[config.mk]
export PLATFORM = sky130hd
export DESIGN_NAME = pci_tgt_port
export DESIGN_NICKNAME = d
export VERILOG_FILES = /design/src/rtl/pci_tgt_pkg.sv /design/src/rtl/pci_tgt_decode.sv /design/src/rtl/pci_tgt_fsm.sv /design/src/rtl/pci_tgt_regfile.sv /design/src/rtl/pci_tgt_port.sv
export SDC_FILE = /design/constraint.sdc
export NUM_CORES = 1
export LEC_CHECK = 0
export ABC_AREA = 1
export BUFFER_PORTS_ARGS = -buffer_cell sky130_fd_sc_hd__buf_4
export CAP_MARGIN = 20
export CELL_PAD_IN_SITES_DETAIL_PLACEMENT = 0
export CELL_PAD_IN_SITES_GLOBAL_PLACEMENT = 1
export CORE_MARGIN = 2
export CORE_UTILIZATION = 48
export CTS_CLUSTER_DIAMETER = 50
export DETAILED_ROUTE_END_ITERATION = 10
export GPL_TIMING_DRIVEN = 0
export PLACE_DENSITY = 0.82
export SYNTH_ARGS = -nofsm -noshare
export SYNTH_HDL_FRONTEND = slang
export SYNTH_HIERARCHICAL = 1
export SYNTH_SLANG_ARGS = --single-unit
[constraint.sdc]
create_clock -name clk -period 2.45 [get_ports clk]
set_input_delay 0.1225 -clock clk [delete_from_list [all_inputs] [get_ports clk]]
set_output_delay 0.1225 -clock clk [all_outputs]
set_load 0.02 [all_outputs]
[src/rtl/pci_tgt_pkg.sv]
package pci_tgt_pkg;

    // Command encodings as they appear on the command/byte-enable lines
    localparam logic [3:0] CMD_IO_RD       = 4'b0010;
    localparam logic [3:0] CMD_IO_WR       = 4'b0011;
    localparam logic [3:0] CMD_MEM_RD      = 4'b0110;
    localparam logic [3:0] CMD_MEM_WR      = 4'b0111;
    localparam logic [3:0] CMD_CFG_RD      = 4'b1010;
    localparam logic [3:0] CMD_CFG_WR      = 4'b1011;
    localparam logic [3:0] CMD_MEM_RD_MULT = 4'b1100;
    localparam logic [3:0] CMD_MEM_RD_LINE = 4'b1110;
    localparam logic [3:0] CMD_MEM_WR_INV  = 4'b1111;

    typedef enum logic [1:0] {
        SP_NONE = 2'd0,
        SP_MEM  = 2'd1,
        SP_IO   = 2'd2,
        SP_CFG  = 2'd3
    } space_e;

    typedef struct packed {
        logic   valid;
        space_e space;
        logic   is_write;
    } cmd_info_t;

    typedef enum logic [2:0] {
        ST_IDLE   = 3'd0,
        ST_DECODE = 3'd1,
        ST_CLAIM  = 3'd2,
        ST_DATA   = 3'd3,
        ST_TURN   = 3'd4,
        ST_SKIP   = 3'd5
    } tgt_state_e;

    function automatic cmd_info_t decode_cmd(input logic [3:0] c);
        cmd_info_t r;
        r.valid    = 1'b0;
        r.space    = SP_NONE;
        r.is_write = 1'b0;
        case (c)
            CMD_MEM_RD, CMD_MEM_RD_MULT, CMD_MEM_RD_LINE: begin
                r.valid = 1'b1; r.space = SP_MEM; r.is_write = 1'b0;
            end
            CMD_MEM_WR, CMD_MEM_WR_INV: begin
                r.valid = 1'b1; r.space = SP_MEM; r.is_write = 1'b1;
            end
            CMD_IO_RD: begin
                r.valid = 1'b1; r.space = SP_IO; r.is_write = 1'b0;
            end
            CMD_IO_WR: begin
                r.valid = 1'b1; r.space = SP_IO; r.is_write = 1'b1;
            end
            CMD_CFG_RD: begin
                r.valid = 1'b1; r.space = SP_CFG; r.is_write = 1'b0;
            end
            CMD_CFG_WR: begin
                r.valid = 1'b1; r.space = SP_CFG; r.is_write = 1'b1;
            end
            default: r.valid = 1'b0;
        endcase
        return r;
    endfunction

endpackage

[src/rtl/pci_tgt_decode.sv]
module pci_tgt_decode
    import pci_tgt_pkg::*;
#(
    parameter logic [31:0] BASE_ADDR = 32'h0001_0000,
    parameter int          WIN_BYTES = 64,
    parameter bit          MEM_SPACE = 1'b1,
    parameter int          IDX_W     = 4,
    parameter int          OFF_W     = 6
) (
    input  logic             clk,
    input  logic             rst,
    input  logic             capture_i,
    input  logic [31:2]      addr_i,
    input  logic [3:0]       cmd_i,
    output logic             hit_o,
    output logic             write_o,
    output logic [IDX_W-1:0] idx_o
);

    cmd_info_t info;
    logic      space_ok;
    logic      win_ok;

    always_comb begin
        info     = decode_cmd(cmd_i);
        space_ok = info.valid &&
                   (MEM_SPACE ? (info.space == SP_MEM) : (info.space == SP_IO));
        win_ok   = (addr_i[31:OFF_W] == BASE_ADDR[31:OFF_W]);
    end

    // Address and command are registered in the address phase; the
    // decision is taken from these registers one clock later.
    always_ff @(posedge clk) begin
        if (rst) begin
            hit_o   <= 1'b0;
            write_o <= 1'b0;
            idx_o   <= '0;
        end else if (capture_i) begin
            hit_o   <= space_ok && win_ok;
            write_o <= info.is_write;
            idx_o   <= addr_i[OFF_W-1:2];
        end
    end

    initial begin
        assert (WIN_BYTES >= 8 && (WIN_BYTES & (WIN_BYTES - 1)) == 0)
            else $error("window size must be a power of two of at least 8 bytes");
    end

endmodule

[src/rtl/pci_tgt_fsm.sv]
module pci_tgt_fsm
    import pci_tgt_pkg::*;
#(
    parameter int IDX_W = 4
) (
    input  logic             clk,
    input  logic             rst,
    input  logic             cyc_n_i,
    input  logic             init_rdy_n_i,
    input  logic             hit_i,
    input  logic             write_i,
    input  logic [IDX_W-1:0] start_idx_i,
    output logic             capture_o,
    output logic             wr_en_o,
    output logic [IDX_W-1:0] idx_o,
    output logic             claim_n_o,
    output logic             claim_oe_o,
    output logic             rdy_n_o,
    output logic             rdy_oe_o,
    output logic             ad_oe_o
);

    tgt_state_e state_q, state_d;
    logic       phase_done;

    assign capture_o  = (state_q == ST_IDLE) && !cyc_n_i;
    assign phase_done = (state_q == ST_DATA) && !init_rdy_n_i;
    assign wr_en_o    = phase_done && write_i;

    always_comb begin
        state_d = state_q;
        case (state_q)
            ST_IDLE:   if (!cyc_n_i)                 state_d = ST_DECODE;
            ST_DECODE: state_d = hit_i ? ST_CLAIM : ST_SKIP;
            ST_CLAIM:  state_d = ST_DATA;
            ST_DATA:   if (phase_done && cyc_n_i)    state_d = ST_TURN;
            ST_TURN:   state_d = ST_IDLE;
            ST_SKIP:   if (cyc_n_i && init_rdy_n_i)  state_d = ST_IDLE;
            default:   state_d = ST_IDLE;
        endcase
    end

    always_ff @(posedge clk) begin
        if (rst) state_q <= ST_IDLE;
        else     state_q <= state_d;
    end

    // Word index: loaded after decode, advances on each completed phase
    always_ff @(posedge clk) begin
        if (rst)                        idx_o <= '0;
        else if (state_q == ST_DECODE)  idx_o <= start_idx_i;
        else if (phase_done)            idx_o <= idx_o + 1'b1;
    end

    always_comb begin
        claim_oe_o = (state_q == ST_CLAIM) || (state_q == ST_DATA) || (state_q == ST_TURN);
        rdy_oe_o   = claim_oe_o;
        claim_n_o  = !((state_q == ST_CLAIM) || (state_q == ST_DATA));
        rdy_n_o    = !(state_q == ST_DATA);
        ad_oe_o    = !write_i && ((state_q == ST_CLAIM) || (state_q == ST_DATA));
    end

    AST_CLAIM_AFTER_ADDR: assert property (@(posedge clk) disable iff (rst)
        $fell(claim_n_o) |-> ($past(cyc_n_i, 2) == 1'b0)) else $error("claim timing");

    AST_DRIVE_STARTS_LOW: assert property (@(posedge clk) disable iff (rst)
        $rose(claim_oe_o) |-> (!claim_n_o && rdy_oe_o && rdy_n_o)) else $error("drive start");

    AST_RDY_AFTER_CLAIM: assert property (@(posedge clk) disable iff (rst)
        $fell(rdy_n_o) |-> $past(!claim_n_o)) else $error("ready before claim");

    AST_BURST_STEP: assert property (@(posedge clk) disable iff (rst)
        (state_q == ST_DATA && !init_rdy_n_i && !cyc_n_i) |=> (idx_o == $past(idx_o) + 1'b1))
        else $error("burst index step");

    AST_RELEASE_HIGH: assert property (@(posedge clk) disable iff (rst)
        $fell(claim_oe_o) |-> ($past(claim_n_o) && $past(rdy_n_o))) else $error("release");

endmodule

[src/rtl/pci_tgt_regfile.sv]
module pci_tgt_regfile #(
    parameter int NREGS = 16,
    parameter int IDX_W = 4
) (
    input  logic             clk,
    input  logic             rst,
    input  logic             wr_en_i,
    input  logic [IDX_W-1:0] idx_i,
    input  logic [31:0]      wdata_i,
    input  logic [3:0]       be_n_i,
    output logic [31:0]      rdata_o
);

    for (genvar b = 0; b < 4; b++) begin : g_lane
        logic [7:0] lane_q [NREGS];

        always_ff @(posedge clk) begin
            if (rst) begin
                for (int i = 0; i < NREGS; i++) lane_q[i] <= 8'h00;
            end else if (wr_en_i && !be_n_i[b]) begin
                lane_q[idx_i] <= wdata_i[8*b +: 8];
            end
        end

        assign rdata_o[8*b +: 8] = lane_q[idx_i];
    end

endmodule

[src/rtl/pci_tgt_port.sv]
module pci_tgt_port
    import pci_tgt_pkg::*;
#(
    parameter logic [31:0] BASE_ADDR = 32'h0001_0000,
    parameter int          WIN_BYTES = 64,
    parameter bit          MEM_SPACE = 1'b1
) (
    input  logic        clk,
    input  logic        rst,
    input  logic [31:0] addr_data_i,
    output logic [31:0] addr_data_o,
    output logic        addr_data_oe_o,
    input  logic [3:0]  cmd_be_n_i,
    input  logic        cyc_n_i,
    input  logic        init_rdy_n_i,
    output logic        claim_n_o,
    output logic        claim_oe_o,
    output logic        trgt_rdy_n_o,
    output logic        trgt_rdy_oe_o
);

    localparam int NREGS = WIN_BYTES / 4;
    localparam int IDX_W = $clog2(NREGS);
    localparam int OFF_W = $clog2(WIN_BYTES);

    logic             capture;
    logic             hit_q;
    logic             write_q;
    logic [IDX_W-1:0] start_idx;
    logic [IDX_W-1:0] cur_idx;
    logic             wr_en;

    pci_tgt_decode #(
        .BASE_ADDR (BASE_ADDR),
        .WIN_BYTES (WIN_BYTES),
        .MEM_SPACE (MEM_SPACE),
        .IDX_W     (IDX_W),
        .OFF_W     (OFF_W)
    ) u_decode (
        .clk       (clk),
        .rst       (rst),
        .capture_i (capture),
        .addr_i    (addr_data_i[31:2]),
        .cmd_i     (cmd_be_n_i),
        .hit_o     (hit_q),
        .write_o   (write_q),
        .idx_o     (start_idx)
    );

    pci_tgt_fsm #(
        .IDX_W (IDX_W)
    ) u_fsm (
        .clk          (clk),
        .rst          (rst),
        .cyc_n_i      (cyc_n_i),
        .init_rdy_n_i (init_rdy_n_i),
        .hit_i        (hit_q),
        .write_i      (write_q),
        .start_idx_i  (start_idx),
        .capture_o    (capture),
        .wr_en_o      (wr_en),
        .idx_o        (cur_idx),
        .claim_n_o    (claim_n_o),
        .claim_oe_o   (claim_oe_o),
        .rdy_n_o      (trgt_rdy_n_o),
        .rdy_oe_o     (trgt_rdy_oe_o),
        .ad_oe_o      (addr_data_oe_o)
    );

    pci_tgt_regfile #(
        .NREGS (NREGS),
        .IDX_W (IDX_W)
    ) u_regs (
        .clk     (clk),
        .rst     (rst),
        .wr_en_i (wr_en),
        .idx_i   (cur_idx),
        .wdata_i (addr_data_i),
        .be_n_i  (cmd_be_n_i),
        .rdata_o (addr_data_o)
    );

    AST_WRITE_ON_HANDSHAKE: assert property (@(posedge clk) disable iff (rst)
        wr_en |-> (!claim_n_o && !trgt_rdy_n_o && !init_rdy_n_i)) else $error("write w/o handshake");

    AST_QUIET_WHEN_UNDRIVEN: assert property (@(posedge clk) disable iff (rst)
        !claim_oe_o |-> !addr_data_oe_o) else $error("data driven without claim");

endmodule

==> run_results.csv, run 1 <==
group,metric,value,unit
power,pwr-share-comb,19.7,%
timing,worstMarginPinSlew,1.225,ns
synthesis,synth_seq_area_share,62.84,%
timing,finalSetupViolCount,0,
setup_path,worst_ep_required_time,2.77,ns
layout,syn_to_final_growth,21.71,%
setup_path,path_max_fanout,9,
routing,ant_nets,0,
cts,cts-root-buf,"clkbuf_16",
power,clkPwrFrac,37.4,%
outcome,status,"finished, final reports clean",
power,leakage,13.80,nW
layout,ff_latch_area,0.01565,sq mm
timing,rsz0062_at_grt,"true",
synthesis,ys_warn_count,6,
routing,drt_iter0_markers,2042,
layout,nets,3179,
routing,viasPerCell,5.180,
global_route,grtUsageTotal,29.31,%
routing,drc_errors,0,
layout,multi_input_area,0.008776,sq mm
power,p_int,0.01697,W
routing,firstDrtPassIters,5,
setup_path,endpoint_kind,"flop",
placed_design,place_hpwl,56.16,mm
min_path,hold_class,"in2reg",
routing,vias,20040,
placed_design,numPortBuffers,76,
power,pwr-share-seq,42.9,%
setup_path,criticalPathCategory,"reg2reg",
power,total_power,0.02391,W
timing,worst_slack,0.0003304,ns
layout,drive_gt1_share,14.19,%
die,die_x,231.7,microns
die,start_util,48.50,%
placed_design,place.gp.congestion,0.9009,
cts,htreeDepth,2,
cts,cts_made_buffers,59,
cts,cts.reportedPaths.clkPinSlew,0.06,ns
synthesis,synth_area_per_cell,8.452,sq um
timing,slew_viol_final,0,
global_route,overflow,0,
setup_path,r2r_slack,0.0003,ns
synthesis,ys.flop_type,"edfxtp_1",
power,max-vdd-ir-drop,0.0005689,V
die,die_y,231.7,microns
die,fp.dieArea,0.05367,sq mm
setup_path,start_kind,"flop",
cts,clk_latency,0.64,ns
synthesis,synth_nets,2985,
power,swShare,29.03,%
synthesis,synthesis.area,0.02488,sq mm
routing,drt-wirelength-per-cell,20.17,microns
global_route,grt_pass1_vias,19130,
global_route,antenna_found_initial,3,
cts,numClockSinks,525,
synthesis,ys_ff_latch,525,
power,p_switching,0.006939,W
routing,routed_wl,78.02,mm
synthesis,post_synth_num_cell_types,24,
timing,holdWs,0.08528,ns
synthesis,synth-async-reset-ratio,0,%
cts,cts_buffer_depth,3,
timing,fin_skew,0.01833,ns
die,rows,83,
run,maxCapViolCount,0,
placed_design,preCtsSetupSlack,-0.9585,ns
layout,final_util,59.03,%
global_route,grt_pass1_wl,114.5,mm
cts,cts_tree,"built",
power,p_per_area,789.4,mW/mm^2
die,core-area,0.05130,sq mm
setup_path,arrival,2.77,ns
timing,fin_crit,2.450,ns
synthesis,synth_cells,2944,
die,ios,77,
timing,hold_violations,0,
synthesis,synth_edf_count,512,
timing,fmax,408.2,MHz
timing,fin_crit_sh,99.99,%
global_route,grt_max_degree,15,
timing,timing.slew.headroom,18.35,%
layout,fill_cells,4437,
[what timing repair did]
action	CTS	global route
cloned	2	1
pin swaps	4	3
hold endpoints to repair	182	0
setup buffers	5	6
hold buffers	39	0
gates resized for setup	370	89
setup endpoints to repair	1056	450
[logic make-up (layout without fill, tap and decap cells)]
family	count (synthesis)	in the layout	share of synthesized area, %
AO/OA/AOI/OAI	15	15	0.3067
adder cells (fa/ha/maj)	1	1	0.05028
AND/OR/NAND/NOR	2137	2137	32.47
XOR/XNOR	1	1	0.03521
buffers and inverters	265	507	4.305
flip-flops	525	525	62.84
other	0	2	0
[through the flow]
stage | instances | cell area [sq um] | setup TNS (ns)
floorplan | 2944 | 24880 | 0
global placement | 3700 | 26300 | -416.14
detailed placement | 3701 | 26320 | -447.96
CTS | 3856 | 29870 | -4.766
global route | 3867 | 30280 | -0.2515
finish | 3868 | 30280 | 0
[worst max-delay path, cell delays in order, from the launching register on]
cell     delay [ns]
dfxtp_4        0.35
buf_12         0.15
inv_16         0.10
buf_12         0.16
nand2_1        0.21
nor2_2         0.50
nand2_1        0.40
nand2_4        0.25
[per-layer routing]
layer	vias to the layer above	global-route usage, %	wire [microns]
li1	9611	-	-
met1	9387	37.06	30600
met2	863	48.18	36980
met3	175	6.681	7331
met4	2	13.26	3091
met5	-	0	13
[path summary, 6_finish.rpt]
path                                        from                                            to  cells after the start
setup / recovery     u_fsm/idx_o[0]$_SDFFE_PP0P_  u_regs/g_lane[2].lane_q[10][0]$_SDFFCE_PN0P_                      7
hold / removal                     cmd_be_n_i[3]                   u_decode/hit_o$_SDFFE_PP0P_                      7
setup reg to reg     u_fsm/idx_o[0]$_SDFFE_PP0P_  u_regs/g_lane[2].lane_q[10][0]$_SDFFCE_PN0P_                      7
hold reg to reg   u_decode/idx_o[2]$_SDFFE_PP0P_                u_decode/idx_o[2]$_SDFFE_PP0P_                      2
[power groups by stage]
stage	Clock [W]	Combinational, W	Sequential, W
floorplan	0	0.00222	0.0104
global placement	0	0.00381	0.0104
detailed placement	0	0.00385	0.0104
CTS	0.00902	0.00444	0.0103
global route	0.00937	0.00502	0.0103
finish	0.00895	0.00470	0.0103
[flip-flops by register name (all words and copies together) (netlist names)]
signal                count
u_regs/g_lane.lane_q    512
u_fsm/state_q             3
u_fsm/idx_o               4
u_decode/idx_o            4
u_decode/write_o          1
u_decode/hit_o            1
[cell usage after synthesis, types with 2 or more instances]
| cell type | n | share of area, % |
|---|---|---|
| nand2_4 | 2 | 0.091 |
| nand3_1 | 3 | 0.060 |
| nor2_1 | 579 | 8.7 |
| clkbuf_1 | 69 | 1.0 |
| buf_1 | 15 | 0.23 |
| dfxtp_1 | 13 | 1.0 |
| nand2_1 | 1541 | 23 |
| edfxtp_1 | 512 | 62 |
| nand2_2 | 3 | 0.075 |
| buf_2 | 56 | 1.1 |
| inv_1 | 117 | 1.8 |
| nor2_2 | 5 | 0.13 |
| a21oi_1 | 3 | 0.060 |
| inv_2 | 6 | 0.091 |
| o21ai_0 | 11 | 0.22 |
[cell usage in the layout, fill, tap and decap left out, types with 2 or more instances in the layout]
cell              n
a21oi_1           3
buf_12           19
buf_16            3
buf_2            10
buf_4            91
buf_6            31
buf_8            19
bufinv_16         8
clkbuf_1         52
clkbuf_16        60
clkbuf_2         11
clkbuf_4          7
clkbuf_8          5
clkinv_1          9
clkinv_2          5
clkinv_4          2
clkinvlp_4        7
dfxtp_1           9
dfxtp_4           3
diode_2           2
dlygate4sd3_1    39
edfxtp_1        512
inv_1           114
inv_2             7
inv_6             5
nand2_1        1421
nand2_2          92
nand2_4          33
nand3_1           3
nor2_1          557
nor2_2           10
nor2_4           18
o21ai_0          11
[area by class of cell]
class / instances / share of cell area, %
Timing Repair Buffer: 133 / 4.210
Antenna cell: 2 / 0.01653
Multi-Input combinational cell: 2154 / 28.98
Clock inverter: 36 / 1.392
Buffer: 141 / 4.260
Tap cell: 680 / 2.810
Inverter: 124 / 1.611
Clock buffer: 73 / 5.049
Sequential cell: 525 / 51.67
(Power assumes the default switching activity.)
==> run 2: changes to the inputs <==
--- a/config.mk
+++ b/config.mk
@@ -8,14 +8,12 @@
 export ABC_AREA = 1
 export BUFFER_PORTS_ARGS = -buffer_cell sky130_fd_sc_hd__buf_4
 export CAP_MARGIN = 20
-export CELL_PAD_IN_SITES_DETAIL_PLACEMENT = 0
-export CELL_PAD_IN_SITES_GLOBAL_PLACEMENT = 1
 export CORE_MARGIN = 2
-export CORE_UTILIZATION = 48
+export CORE_UTILIZATION = 40
 export CTS_CLUSTER_DIAMETER = 50
 export DETAILED_ROUTE_END_ITERATION = 10
 export GPL_TIMING_DRIVEN = 0
-export PLACE_DENSITY = 0.82
+export PLACE_DENSITY = 0.57
 export SYNTH_ARGS = -nofsm -noshare
 export SYNTH_HDL_FRONTEND = slang
 export SYNTH_HIERARCHICAL = 1
==> constraint.sdc (replaced) <==
create_clock -name clk -period 2.45 [get_ports clk]
set_input_delay 0.1225 -clock clk [delete_from_list [all_inputs] [get_ports clk]]
set_output_delay 0.1225 -clock clk [all_outputs]
set_load 0.005 [all_outputs]
==> run 2 against run 1 <==
Effect of this change:
- the run now ends with max-capacitance violations, max-slew violations, negative setup slack left
- combinational power fell by 8.3%
- via count rose by 2.4%
- wire length rose by 3.6%
- die area rose by 20%
- cell area rose by 0.31%
- sequential cell count did not move
- clock power rose by 4.0%
- non-clock buffer count fell by 16
- critical endpoint is now u_regs/g_lane[1].lane_q[5][4]$_SDFFCE_PN0P_
- critical path type is now in2reg
- first-iteration DRC count fell by 1.3%
- sequential share of layout area fell by 0.18 points
==> run_results.csv, run 2 (same netlist as run 1, synthesis figures left out) <==
group,metric,value,unit
layout,largest_register_ffs,512,
routing,vias,20520,
layout,ff_latch_area,0.01564,sq mm
timing,fin_crit_sh,100.2,%
cts,cts-root-buf,"clkbuf_16",
layout,insertedDiodeCount,0,
power,leakage,13.78,nW
min_path,hold_class,"in2reg",
timing,rsz0062_at_grt,"true",
routing,ant_nets,0,
die,start_util,40.39,%
outcome,status,"finished with violations",
setup_path,criticalPathCategory,"in2reg",
layout,syn_to_final_growth,22.09,%
cts,cts_made_buffers,66,
global_route,grtUsageTotal,25.15,%
power,p_per_area,786.1,mW/mm^2
global_route,grt_max_degree,13,
routing,drc_errors,0,
timing,finalSetupViolCount,8,
placed_design,numPortBuffers,76,
die,rows,91,
outcome,violations,"max-capacitance violations, max-slew violations, negative setup slack",
cts,cts_tree,"built",
cts,htreeDepth,3,
global_route,grt_pass1_wl,118.0,mm
timing,fin_crit,2.454,ns
layout,mostFrequentLayoutCells,"1,414 x nand2_1, 557 x nor2_1, 512 x edfxtp_1, 115 x inv_1, 91 x buf_4",
layout,nets,3170,
layout,fin_cells,4016,
layout,reg_top3,"u_regs/g_lane.lane_q: 512 flops, u_decode/idx_o: 4 flops, u_fsm/idx_o: 4 flops",
setup_path,arrival,2.69,ns
power,max-vdd-ir-drop,0.0005375,V
routing,drt_iter0_markers,2016,
setup_path,worst_ep_required_time,2.68,ns
placed_design,place.gp.congestion,0.9143,
die,fp.dieArea,0.06421,sq mm
die,ios,77,
layout,top_register,"u_regs/g_lane.lane_q",
power,total_power,0.02388,W
cts,cts.reportedPaths.clkPinSlew,0.06,ns
timing,timing.slew.headroom,-1.636,%
setup_path,endpoint_kind,"flop",
die,core-area,0.06160,sq mm
layout,layout_commonest_cell,"nand2_1",
global_route,antenna_found_initial,0,
routing,firstDrtPassIters,6,
layout,drive_gt1_share,14.44,%
layout,multi_input_area,0.008874,sq mm
run,maxCapViolCount,2,
die,die_y,253.4,microns
cts,cts_buffer_depth,3,
routing,viasPerCell,5.109,
die,die_x,253.4,microns
global_route,overflow,0,
cts,clk_latency,0.60,ns
placed_design,place_hpwl,58.38,mm
setup_path,path_max_fanout,10,
timing,worstMarginPinSlew,1.525,ns
routing,routed_wl,80.80,mm
timing,worst_slack,-0.004398,ns
cts,numClockSinks,525,
timing,fmax,407.4,MHz
routing,drt-wirelength-per-cell,20.12,microns
setup_path,start_kind,"input pin",
global_route,grt_pass1_vias,19450,
layout,fill_cells,5788,
timing,fin_skew,0.01770,ns
timing,hold_violations,0,
timing,slew_viol_final,22,
placed_design,dp.cells,3857,
## run 2: cell types whose count changed in the layout (fill, tap and decap cells not counted), moves of 7 or more
cell           change
nand2_2           -11
buf_8             -10
nand2_4           +18
clkbuf_4          +15
dlygate4sd3_1      -9
clkbuf_16         +11
nand2_1            -7
## run 2: final cells by class
class                           count  share of cell area (%)
Multi-Input combinational cell   2154                   29.21
Timing Repair Buffer              117                   3.419
Clock inverter                     37                  0.9556
Inverter                          124                   1.582
Sequential cell                   525                   51.50
Clock buffer                       81                   5.898
Tap cell                          837                   3.448
Buffer                            141                   3.991
## run 2: what timing repair did
action | 4_1_cts | 5_1_grt
setup buffers | 3 | 4
endpoints found under the setup margin | 1004 | 496
cloned | 0 | 2
hold buffers | 31 | 0
endpoints found under the hold margin | 86 | 0
pin swaps | 3 | 5
gates resized for setup | 270 | 189
## run 2: path summary, 6_finish.rpt
kind | start | endpoint | slack, ns | cells past startpoint
worst min register to register | u_decode/idx_o[2]$_SDFFE_PP0P_ | u_decode/idx_o[2]$_SDFFE_PP0P_ | 0.50 | 2
worst max register to register | u_fsm/idx_o[0]$_SDFFE_PP0P_ | u_regs/g_lane[1].lane_q[5][4]$_SDFFCE_PN0P_ | 0.03 | 6
worst max-delay path | rst | u_regs/g_lane[1].lane_q[5][4]$_SDFFCE_PN0P_ | -0.004 | 5
worst min-delay path | addr_data_i[17] | u_regs/g_lane[2].lane_q[14][1]$_SDFFCE_PN0P_ | 0.04 | 3
## run 2: per-stage QoR
stage	instance area [sq um]	hold WS, ns	TNS, ns	setup slack [ns]	utilization, %
2_1_floorplan	24880	0.1886	0	0.3778	-
3_3_place_gp	26500	0.3572	-338.79	-0.8554	43.02
3_5_place_dp	26500	0.3696	-380.82	-1.017	43.02
4_1_cts	29670	0.004676	-0.1766	-0.01713	48.17
5_1_grt	30380	0.03293	-1.002	-0.06631	49.31
6_report	30380	0.04418	-0.02709	-0.004398	49.31
## run 2: critical path, stage by stage
cell             delay, ns
buf_4                 0.12
inv_1                 0.11
clkbuf_1              0.74
clkdlybuf4s15_1       1.08
nand2_1               0.50
## run 2: power breakdown
part	internal [W]	switching (W)	leakage, nW
Clock	0.00553	0.00377	1.00
Sequential	0.0101	0.000125	5.39
Combinational	0.00139	0.00291	7.38
## run 2: layer usage
metal / vias to the layer above / track usage, % / routed length [microns]
met5: - / 0 / 0
met1: 9826 / 32.41 / 32350
met4: 0 / 10.41 / 2978
met3: 181 / 4.708 / 7143
li1: 9591 / - / -
met2: 921 / 41.65 / 38320
